==> config.mk <==
export PLATFORM = sky130hd
export DESIGN_NAME = uart_regbank
export DESIGN_NICKNAME = d
export VERILOG_FILES = /design/src/rtl/uart_rb_pkg.sv /design/src/rtl/uart_rb_decode.sv /design/src/rtl/uart_rb_rxfifo.sv /design/src/rtl/uart_rb_rxpath.sv /design/src/rtl/uart_regbank.sv
export SDC_FILE = /design/constraint.sdc
export NUM_CORES = 1
export LEC_CHECK = 0
export ABC_AREA = 1
export BUFFER_PORTS_ARGS = -buffer_cell sky130_fd_sc_hd__buf_2
export CORE_UTILIZATION = 55
export CTS_BUF_LIST = sky130_fd_sc_hd__clkbuf_4
export CTS_CLUSTER_SIZE = 8
export DETAILED_ROUTE_END_ITERATION = 8
export GPL_ROUTABILITY_DRIVEN = 0
export PLACE_DENSITY = 0.88
export SLEW_MARGIN = 25
export SYNTH_ARGS = -nofsm -noshare
export SYNTH_HDL_FRONTEND = slang
export SYNTH_SLANG_ARGS = --single-unit
==> constraint.sdc <==
create_clock -name clk -period 5.95 [get_ports clk]
set_clock_uncertainty 0.05 [all_clocks]
set_input_delay 0.2975 -clock clk [delete_from_list [all_inputs] [get_ports clk]]
set_output_delay 0.2975 -clock clk [all_outputs]
set_load 0.01 [all_outputs]
==> src/rtl/uart_rb_pkg.sv <==
package uart_rb_pkg;

    // Which register an access lands on after address and bank decode.
    typedef enum logic [3:0] {
        RID_DATA,
        RID_IER,
        RID_DIVLO,
        RID_DIVHI,
        RID_IDFC,
        RID_LCTL,
        RID_MCTL,
        RID_LSTAT,
        RID_MSTAT,
        RID_SCR,
        RID_IRS,
        RID_NONE
    } reg_id_t;

    typedef enum logic {
        RX_EMPTY,
        RX_READY
    } rx_state_t;

    // Word slot numbers (byte offset / 4).
    localparam int unsigned SLOT_DATA  = 0;
    localparam int unsigned SLOT_IER   = 1;
    localparam int unsigned SLOT_IDFC  = 2;
    localparam int unsigned SLOT_LCTL  = 3;
    localparam int unsigned SLOT_MCTL  = 4;
    localparam int unsigned SLOT_LSTAT = 5;
    localparam int unsigned SLOT_MSTAT = 6;
    localparam int unsigned SLOT_SCR   = 7;
    localparam int unsigned SLOT_IRS   = 8;

    localparam int unsigned BANK_BIT = 7;

endpackage

==> src/rtl/uart_rb_decode.sv <==
module uart_rb_decode
    import uart_rb_pkg::*;
#(
    parameter int unsigned SLOT_W = 4
) (
    input  logic [SLOT_W-1:0] slot,
    input  logic              bank_sel,
    output reg_id_t           rid
);

    always_comb begin
        unique case (int'(slot))
            SLOT_DATA:  rid = bank_sel ? RID_DIVLO : RID_DATA;
            SLOT_IER:   rid = bank_sel ? RID_DIVHI : RID_IER;
            SLOT_IDFC:  rid = RID_IDFC;
            SLOT_LCTL:  rid = RID_LCTL;
            SLOT_MCTL:  rid = RID_MCTL;
            SLOT_LSTAT: rid = RID_LSTAT;
            SLOT_MSTAT: rid = RID_MSTAT;
            SLOT_SCR:   rid = RID_SCR;
            SLOT_IRS:   rid = RID_IRS;
            default:    rid = RID_NONE;
        endcase
    end

endmodule

==> src/rtl/uart_rb_rxfifo.sv <==
module uart_rb_rxfifo #(
    parameter int unsigned DEPTH = 16,
    parameter int unsigned WIDTH = 8
) (
    input  logic             clk,
    input  logic             rst_n,
    input  logic             flush,
    input  logic             push,
    input  logic [WIDTH-1:0] din,
    input  logic             pop,
    output logic [WIDTH-1:0] head,
    output logic             empty,
    output logic             last_one
);

    localparam int unsigned PTR_W = (DEPTH > 1) ? $clog2(DEPTH) : 1;
    localparam int unsigned CNT_W = PTR_W + 1;
    localparam logic [CNT_W-1:0] FULL_CNT = CNT_W'(DEPTH);
    localparam logic [PTR_W-1:0] LAST_PTR = PTR_W'(DEPTH - 1);

    logic [WIDTH-1:0] mem [DEPTH];
    logic [PTR_W-1:0] wr_ptr, rd_ptr;
    logic [CNT_W-1:0] count;
    logic             full, push_ok, pop_ok;

    assign empty    = (count == '0);
    assign full     = (count == FULL_CNT);
    assign last_one = (count == CNT_W'(1));
    assign pop_ok   = pop && !empty;
    assign push_ok  = push && (!full || pop_ok);
    assign head     = mem[rd_ptr];

    function automatic logic [PTR_W-1:0] bump(input logic [PTR_W-1:0] p);
        return (p == LAST_PTR) ? '0 : p + 1'b1;
    endfunction

    always_ff @(posedge clk or negedge rst_n) begin
        if (!rst_n) begin
            wr_ptr <= '0;
            rd_ptr <= '0;
            count  <= '0;
        end else if (flush) begin
            wr_ptr <= '0;
            rd_ptr <= '0;
            count  <= '0;
        end else begin
            if (push_ok) wr_ptr <= bump(wr_ptr);
            if (pop_ok)  rd_ptr <= bump(rd_ptr);
            if (push_ok && !pop_ok)      count <= count + 1'b1;
            else if (pop_ok && !push_ok) count <= count - 1'b1;
        end
    end

    generate
        for (genvar g = 0; g < DEPTH; g++) begin : g_cell
            always_ff @(posedge clk or negedge rst_n) begin
                if (!rst_n)
                    mem[g] <= '0;
                else if (push_ok && !flush && (wr_ptr == PTR_W'(g)))
                    mem[g] <= din;
            end
        end
    endgenerate

endmodule

==> src/rtl/uart_rb_rxpath.sv <==
module uart_rb_rxpath
    import uart_rb_pkg::*;
#(
    parameter int unsigned FIFO_DEPTH = 16
) (
    input  logic       clk,
    input  logic       rst_n,
    input  logic       fifo_on,
    input  logic       flush,
    input  logic       rx_valid,
    input  logic [7:0] rx_char,
    input  logic       take,
    input  logic [1:0] char_len,
    output logic [7:0] rd_byte,
    output logic       ready
);

    rx_state_t  state_q, state_d;
    logic [7:0] hold_q;
    logic [7:0] head, raw, keep_mask;
    logic       f_empty, f_last;
    logic       f_push, f_pop, arrive, drained;

    assign f_push = rx_valid && fifo_on;
    assign f_pop  = take && fifo_on;

    uart_rb_rxfifo #(.DEPTH(FIFO_DEPTH), .WIDTH(8)) u_fifo (
        .clk      (clk),
        .rst_n    (rst_n),
        .flush    (flush),
        .push     (f_push),
        .din      (rx_char),
        .pop      (f_pop),
        .head     (head),
        .empty    (f_empty),
        .last_one (f_last)
    );

    // Single-character holder used outside FIFO mode.
    always_ff @(posedge clk or negedge rst_n) begin
        if (!rst_n)                   hold_q <= '0;
        else if (flush)               hold_q <= '0;
        else if (!fifo_on && rx_valid) hold_q <= rx_char;
        else if (!fifo_on && take)     hold_q <= '0;
    end

    assign arrive  = rx_valid;
    assign drained = take && !rx_valid && (fifo_on ? f_last : 1'b1);

    // State register.
    always_ff @(posedge clk or negedge rst_n) begin
        if (!rst_n) state_q <= RX_EMPTY;
        else        state_q <= state_d;
    end

    // Next state.
    always_comb begin
        state_d = state_q;
        unique case (state_q)
            RX_EMPTY: if (!flush && arrive) state_d = RX_READY;
            RX_READY: if (flush || drained) state_d = RX_EMPTY;
            default:  state_d = RX_EMPTY;
        endcase
    end

    // Outputs.
    always_comb begin
        keep_mask = 8'hFF >> (2'd3 - char_len);
        raw       = fifo_on ? (f_empty ? 8'h00 : head) : hold_q;
        rd_byte   = raw & keep_mask;
        ready     = (state_q == RX_READY);
    end

endmodule

==> src/rtl/uart_regbank.sv <==
module uart_regbank
    import uart_rb_pkg::*;
#(
    parameter int unsigned DATA_W     = 32,
    parameter int unsigned ADDR_W     = 6,
    parameter int unsigned FIFO_DEPTH = 16
) (
    input  logic              clk,
    input  logic              rst_n,
    input  logic              bus_req,
    input  logic              bus_wr,
    input  logic [ADDR_W-1:0] bus_addr,
    input  logic [DATA_W-1:0] bus_wdata,
    output logic [DATA_W-1:0] bus_rdata,
    input  logic              rx_valid,
    input  logic [7:0]        rx_char,
    input  logic [7:0]        iir_in,
    input  logic [7:0]        msr_in,
    input  logic [6:0]        lsr_in,
    output logic              data_ready,
    output logic              tx_wr,
    output logic [7:0]        tx_byte,
    output logic              fcr_wr,
    output logic [7:0]        fcr_byte,
    output logic              fifo_mode,
    output logic [7:0]        lcr,
    output logic [7:0]        ier,
    output logic [7:0]        mcr,
    output logic [7:0]        irsel,
    output logic [15:0]       divisor
);

    localparam int unsigned SLOT_W = ADDR_W - 2;
    localparam int unsigned PAD_W  = DATA_W - 8;

    reg_id_t    rid;
    logic       do_wr, do_rd, flush, take;
    logic [7:0] wbyte, rx_byte, rd_byte_d;
    logic [7:0] lcr_q, ier_q, mcr_q, scr_q, irs_q, dll_q, dlm_q, fcr_q;
    logic       tx_wr_q, fcr_wr_q;
    logic [7:0] tx_byte_q;
    logic [DATA_W-1:0] rdata_q;
    logic       unused_bits;

    assign unused_bits = ^{bus_wdata[DATA_W-1:8], bus_addr[1:0]};
    assign wbyte = bus_wdata[7:0];
    assign do_wr = bus_req && bus_wr;
    assign do_rd = bus_req && !bus_wr;

    uart_rb_decode #(.SLOT_W(SLOT_W)) u_dec (
        .slot     (bus_addr[ADDR_W-1:2]),
        .bank_sel (lcr_q[BANK_BIT]),
        .rid      (rid)
    );

    assign take  = do_rd && (rid == RID_DATA);
    assign flush = do_wr && (rid == RID_IDFC) && (wbyte[1] || (wbyte[0] != fcr_q[0]));

    uart_rb_rxpath #(.FIFO_DEPTH(FIFO_DEPTH)) u_rx (
        .clk      (clk),
        .rst_n    (rst_n),
        .fifo_on  (fcr_q[0]),
        .flush    (flush),
        .rx_valid (rx_valid),
        .rx_char  (rx_char),
        .take     (take),
        .char_len (lcr_q[1:0]),
        .rd_byte  (rx_byte),
        .ready    (data_ready)
    );

    // Writable configuration bytes.
    always_ff @(posedge clk or negedge rst_n) begin
        if (!rst_n) begin
            lcr_q <= '0; ier_q <= '0; mcr_q <= '0; scr_q <= '0;
            irs_q <= '0; dll_q <= '0; dlm_q <= '0; fcr_q <= '0;
        end else if (do_wr) begin
            unique case (rid)
                RID_LCTL:  lcr_q <= wbyte;
                RID_IER:   ier_q <= wbyte;
                RID_MCTL:  mcr_q <= wbyte;
                RID_SCR:   scr_q <= wbyte;
                RID_IRS:   irs_q <= wbyte;
                RID_DIVLO: dll_q <= wbyte;
                RID_DIVHI: dlm_q <= wbyte;
                RID_IDFC:  fcr_q <= wbyte;
                default:   ;
            endcase
        end
    end

    // Load strobes.
    always_ff @(posedge clk or negedge rst_n) begin
        if (!rst_n) begin
            tx_wr_q   <= 1'b0;
            fcr_wr_q  <= 1'b0;
            tx_byte_q <= '0;
        end else begin
            tx_wr_q  <= do_wr && (rid == RID_DATA);
            fcr_wr_q <= do_wr && (rid == RID_IDFC);
            if (do_wr && (rid == RID_DATA)) tx_byte_q <= wbyte;
        end
    end

    // Read multiplexer.
    always_comb begin
        unique case (rid)
            RID_DATA:  rd_byte_d = rx_byte;
            RID_IER:   rd_byte_d = ier_q;
            RID_DIVLO: rd_byte_d = dll_q;
            RID_DIVHI: rd_byte_d = dlm_q;
            RID_IDFC:  rd_byte_d = iir_in;
            RID_LCTL:  rd_byte_d = lcr_q;
            RID_MCTL:  rd_byte_d = mcr_q;
            RID_LSTAT: rd_byte_d = {lsr_in, data_ready};
            RID_MSTAT: rd_byte_d = msr_in;
            RID_SCR:   rd_byte_d = scr_q;
            RID_IRS:   rd_byte_d = irs_q;
            default:   rd_byte_d = 8'h00;
        endcase
    end

    always_ff @(posedge clk or negedge rst_n) begin
        if (!rst_n)     rdata_q <= '0;
        else if (do_rd) rdata_q <= {{PAD_W{1'b0}}, rd_byte_d};
    end

    assign bus_rdata = rdata_q;
    assign tx_wr     = tx_wr_q;
    assign tx_byte   = tx_byte_q;
    assign fcr_wr    = fcr_wr_q;
    assign fcr_byte  = fcr_q;
    assign fifo_mode = fcr_q[0];
    assign lcr       = lcr_q;
    assign ier       = ier_q;
    assign mcr       = mcr_q;
    assign irsel     = irs_q;
    assign divisor   = {dlm_q, dll_q};

endmodule

Word level (Yosys, flattened, before mapping). Index checks and enable logic that the tools add are counted.

Mux-type cells: 25. Add/subtract/negate cells: 5. Equality and inequality tests: 37. Bitwise operators: 3. Reduce and logical (&&, ||, !) cells: 61. Magnitude comparators: 1. Shift operators: 1.

Operator list (number): $pmux W8 S11 (1); $mux W8 (7); $eq A4 B4 Y1 const B (13); $eq A4 B3 Y1 const B (12); $pmux W4 S9 (1); $logic_and A1 B1 Y1 (34); $bmux W8 S4 (1); $eq A4 B2 Y1 const B (6); $mux W4 (6); $reduce_and A2 Y1 (8); $mux W5 (3); $eq A4 B1 Y1 const B (3); $logic_not A4 Y1 (3); $add A4 B1 Y4 const B (2); $and A8 B8 Y8 (1); $logic_not A1 Y1 (8); $shr A8 B2 Y8 const A (1); $reduce_bool A3 Y1 (2); $add A5 B1 Y5 const B (1); $eq A5 B1 Y1 const B (1); $eq A5 B5 Y1 const B (1); $ge A5 B5 Y1 const B (1); $logic_not A5 Y1 (1); $not A4 Y5 (1); other kinds (9) (15).

Word-level logic and storage cells: 166. Bits of input ports: 74. Flip-flop bits (word level): 232.

Longest topological paths before layout.
Depth after elaboration: 13. Depth in mapped cells: 16.

Hierarchy. A second synthesis with hierarchy kept.

Cells, all modules: 1446. Area total of the unflattened synthesis: 11466.0 um^2.

By module, submodules not included: uart_rb_rxfifo (times used 1, cells each 842, area an instance 6842.8 um^2); uart_regbank (times used 1, cells each 519, area an instance 4036.4 um^2); uart_rb_rxpath (times used 1, cells each 74, area an instance 538.0 um^2); uart_rb_decode (times used 1, cells each 11, area an instance 48.8 um^2).

Least setup slack after synthesis. No wires, ideal clock.

Kind: flip-flop to flip-flop. From: reg u_rx.u_fifo.count[0]. To: reg u_rx.u_fifo.mem[6] (netlist name). Required time: 5772 ps. Library setup time: 128 ps. Buffers on the path: 2. Arrival time: 1859 ps. Clock period less this slack: 2038 ps. Cell stages (with the launch flop): 17. Path slack: 3912 ps. Cell sequence: dfrtp_1 -> inv_1 -> ha_1 -> nand2_1 -> nor2_1 -> nand2_1 -> nand2_1 -> inv_1 -> nand2_2 -> nand2_1 -> nand2_2 -> nor2_4 -> buf_12 -> nand2_4 -> buf_6 -> nand2_1 -> o21ai_2.

Longest elaborated chain between the ends: 7. Elaborated cells between the ends (all ways): 9. Those cells by class: eq/ne (1); reduce/logical (8).

RTL lines: start, declared (RTL line uart_rb_rxfifo.sv:23) `logic [CNT_W-1:0] count;`; start signal, assigned (RTL line uart_rb_rxfifo.sv:49) `if (push_ok && !pop_ok) count <= count + 1'b1;`; start signal, assigned (RTL line uart_rb_rxfifo.sv:50) `else if (pop_ok && !push_ok) count <= count - 1'b1;`; $logic_not A5 Y1 (RTL line uart_rb_rxfifo.sv:26) `assign empty = (count == '0);`; $logic_not A1 Y1 (RTL line uart_rb_rxfifo.sv:29) `assign pop_ok = pop && !empty;`; $logic_and A1 B1 Y1 (RTL line uart_rb_rxfifo.sv:29); $logic_or A1 B1 Y1 * (RTL line uart_rb_rxfifo.sv:30) `assign push_ok = push && (!full || pop_ok);`; $logic_and A1 B1 Y1 * (RTL line uart_rb_rxfifo.sv:30); $logic_and A1 B1 Y1 * (2 in series) (RTL line uart_rb_rxfifo.sv:59) `else if (push_ok && !flush && (wr_ptr == PTR_W'(g)))`; end signal, assigned by index (RTL line uart_rb_rxfifo.sv:60) `mem[g] <= din;`; end, declared (RTL line uart_rb_rxfifo.sv:21) `logic [WIDTH-1:0] mem [DEPTH];`.

Every way passes the cells marked *; elsewhere a longest branch is shown, timed or not. A chain may end at the register's enable or synchronous reset.

Final worst setup path.
From: in bus_addr[2]. To: reg u_rx.u_fifo.mem[38] (netlist name).

Longest elaborated chain between the ends: 10. Elaborated cells between the ends (all ways): 22. Those cells by class: eq/ne (9); mux (1); reduce/logical (12).

RTL lines: start, declared (RTL line uart_regbank.sv:12) `input logic [ADDR_W-1:0] bus_addr,`; $eq A4 B4 Y1 (tied with other cells) (RTL line uart_rb_decode.sv:12) `unique case (int'(slot))`; $pmux W4 S9 * (RTL line uart_rb_decode.sv:12); $logic_not A4 Y1 (RTL line uart_regbank.sv:56) `assign take = do_rd && (rid == RID_DATA);`; $logic_and A1 B1 Y1 (RTL line uart_regbank.sv:56); $logic_and A1 B1 Y1 (RTL line uart_rb_rxpath.sv:25) `assign f_pop = take && fifo_on;`; $logic_and A1 B1 Y1 (RTL line uart_rb_rxfifo.sv:29); $logic_or A1 B1 Y1 (RTL line uart_rb_rxfifo.sv:30); $logic_and A1 B1 Y1 (RTL line uart_rb_rxfifo.sv:30); $logic_and A1 B1 Y1 * (2 in series) (RTL line uart_rb_rxfifo.sv:59).

Marked as above.

==> reports/results.tsv <==
stage	metric	value	unit
status	outcome	finished, violations left	
status	failing checks	DRC	
global_routing	initial antenna violation count	1	
routing	DRC violations left	1	
sta	RSZ-0062 raised after global routing	no	
die	I/O Pins	174	
synthesis	register area share after synthesis	49.2	%
sta	actual slew at the worst max-slew pin	0.870	ns
final_layout	Synth-to-Final Area Change	12.0	%
global_routing	total track usage	28.3	%
clocking	CTS tree	built	
setup_path	Critical Path Fanout Max	19	
final_layout	Final #Nets	1759	
placement	Post-DP Area	12300	sq um
sta	Final Max Slew Viols	0	
sta	final hold violations	0	
synthesis	Synth Area per Inst	7.64	sq um
placement	Post-DP HPWL	20.2	mm
synthesis	Synth area leaders	dfrtp_1, nand2_1, o21ai_0	
synthesis	synthesized area	11800	sq um
clocking	clock sinks	232	
clocking	Clock transition at path regs	0.06	ns
sta	setup TNS	0	ns
die	Cell Rows	53	
final_layout	fill cell count	1738	
clocking	postcts setup bufs	0	
global_routing	wire length of the first global-routing pass	49.7	mm
routing	Via density	5.34	
routing	per-cell routed wire length	15.2	um
setup_path	Arr. time, crit path	3.70	ns
run	max-cap viol count	0	
sta	setup violators final	0	
power	Static Leak	7.21	nW
die	Die Span X	148	um
power	power per cell area	449	nW/um^2
final_layout	Design Area, Final	13200	sq um
routing	Pre-Repair DR Iteration Count	8	
min_path	Hold Path Class	input pin to register	
clocking	CTS root buffer	clkbuf_4	
global_routing	grt ovf	0	
final_layout	commonest non-fill, non-tap cell in the layout	nand2_1	
synthesis	synth unique cells	37	
clocking	PostCTS Resize Cnt	0	
routing	final WL	30.4	mm
sta	fin crit share	54.6	%
clocking	H-tree depth	2	
synthesis	synthesized instance count	1543	
clocking	cts bufs inserted	58	
placement	PortBufs	123	
synthesis	warnings from Yosys	0	
routing	initial DRC count	819	
clocking	Longest Clk Path Bufs	3	
die	die area	22000	sq um
setup_path	CP required	6.40	ns
global_routing	largest net degree at the start of global routing	111	
die	Die Ht	148	um
routing	Routed Antenna Nets	0	
global_routing	vias in the first global route	10359	
die	CORE AREA	21000	sq um
clocking	Worst-Skew Late Latency	0.67	ns
sta	fin crit period	3.25	ns
final_layout	share of cells above drive strength 1	15.8	%
final_layout	most frequent cells in the layout	nand2_1, dfrtp_1, inv_1, o21ai_0, buf_2	
setup_path	CP Capture Type	register	
sta	Worst slew margin	42.0	%
setup_path	critical path class	input pin to register	
sta	worst hold margin	0.0276	ns
synthesis	Seq cells post-synth	232	
sta	Max Freq	0.308	GHz
setup_path	Setup crit start kind	input pin	
die	Initial Util	56.1	%
synthesis	share of Yosys cell area claimed by the top area cell type	49.2	%
routing	total number of vias	10676	
synthesis	post-synth top area cell	dfrtp_1	
power	maximum vdd drop	0.000251	V
[flip-flops by register name (all words and copies together) (netlist names), 4 cells and up]
name	count
scr_q	8
dlm_q	8
irsel	8
ier	8
dll_q	8
fcr_byte	8
mcr	8
bus_rdata	8
u_rx.u_fifo.mem	128
u_rx.u_fifo.rd_ptr	4
u_rx.hold_q	8
u_rx.u_fifo.wr_ptr	4
u_rx.u_fifo.count	5
tx_byte	8
lcr	8
[per-layer routing]
layer  track usage [%]  wire length, um  vias to the layer above
met1              34.7            12000                     5031
met2              47.1            14800                      473
met5                 0                0                        -
met4              14.1             1170                        0
li1                  -                -                     5079
met3              6.60             2370                       93
[worst max-delay path: stages]
cell and delay (ns):
dlygate4sd3_1 0.55, buf_2 0.15, nor2_1 0.07, nand2_1 0.08, dlygate4sd3_1 0.55, nor2_1 0.11, nand2_2 0.22, inv_1 0.25
nor2_4 0.60, nand2_1 0.51, nand2_1 0.19, o21ai_0 0.10
[path summary, 6_finish.rpt]
| check | slack, ns | cells past startpoint | startpoint | endpoint |
|---|---|---|---|---|
| worst min register to register | 0.42 | 2 | bus_rdata[1]$_DFFE_PN0P_ | bus_rdata[1]$_DFFE_PN0P_ |
| worst max register to register | 2.76 | 9 | fcr_byte[0]$_DFFE_PN0P_ | u_rx.u_fifo.mem[38]$_DFFE_PN0P_ |
| min in group asynchronous | 0.23 | 2 | rst_n | u_rx.u_fifo.mem[24]$_DFFE_PN0P_ |
| worst max-delay path | 2.70 | 12 | bus_addr[2] | u_rx.u_fifo.mem[38]$_DFFE_PN0P_ |
| max in group asynchronous | 4.21 | 3 | rst_n | u_rx.u_fifo.mem[98]$_DFFE_PN0P_ |
| worst min-delay path | 0.03 | 3 | bus_req | tx_wr$_DFF_PN0_ |
[power by group]
group          internal, W  switching [W]  total, W
clock             0.000761       0.000640   0.00140
combinational     0.000730        0.00137   0.00210
sequential         0.00209       0.000334   0.00243
[synth_stat cells, drive strengths merged]
master	n
xnor2	1
inv	195
clkbuf	37
a22oi	1
o22ai	1
clkinv	5
nor2	47
o21ai	214
dfrtp	232
dlygate4sd3	1
conb	1
o32ai	8
and3	1
ha	8
nand2	601
nand3	100
o31ai	2
buf	50
nor3	2
nand4	12
a41oi	1
xor2	6
a21boi	1
a21oi	16
[repair_timing]
action / in CTS / in global routing
hold buffers: 11 / 0
endpoints found under the hold margin: 124 / 0
setup endpoints to repair: 0 / 0
[kinds of logic after synthesis]
group / after synthesis / synth area share (%)
other: 1 / 0.0318
AOI/OAI and AO/OA: 244 / 11.6
xor gates and xnor gates: 7 / 0.520
and+or+nand+nor: 763 / 26.5
buffers and inverters: 288 / 11.2
DFF: 232 / 49.2
adders and majority gates: 8 / 0.849
[cell type report]
type | count | area, sq um | area share [%]
inverter | 200 | 753 | 5.70
clock inverter | 11 | 70.1 | 0.530
clock buffer | 95 | 713 | 5.40
sequential | 232 | 5810 | 44.0
antenna | 1 | 2.50 | 0.0189
timing repair buffer | 139 | 773 | 5.85
tap | 275 | 344 | 2.60
multi-input combinational | 1046 | 4750 | 35.9
[per-stage QoR]
stage	util (%)	setup WS [ns]	cells	total power, W
detailed placement	58.6	2.88	1881	0.00450
floorplan	-	3.91	1566	0.00392
global route	62.8	2.46	1999	0.00638
finish	62.8	2.70	1999	0.00593
CTS	62.8	2.81	1998	0.00591
global placement	58.6	2.99	1881	0.00438
(Power assumes the default switching activity.)
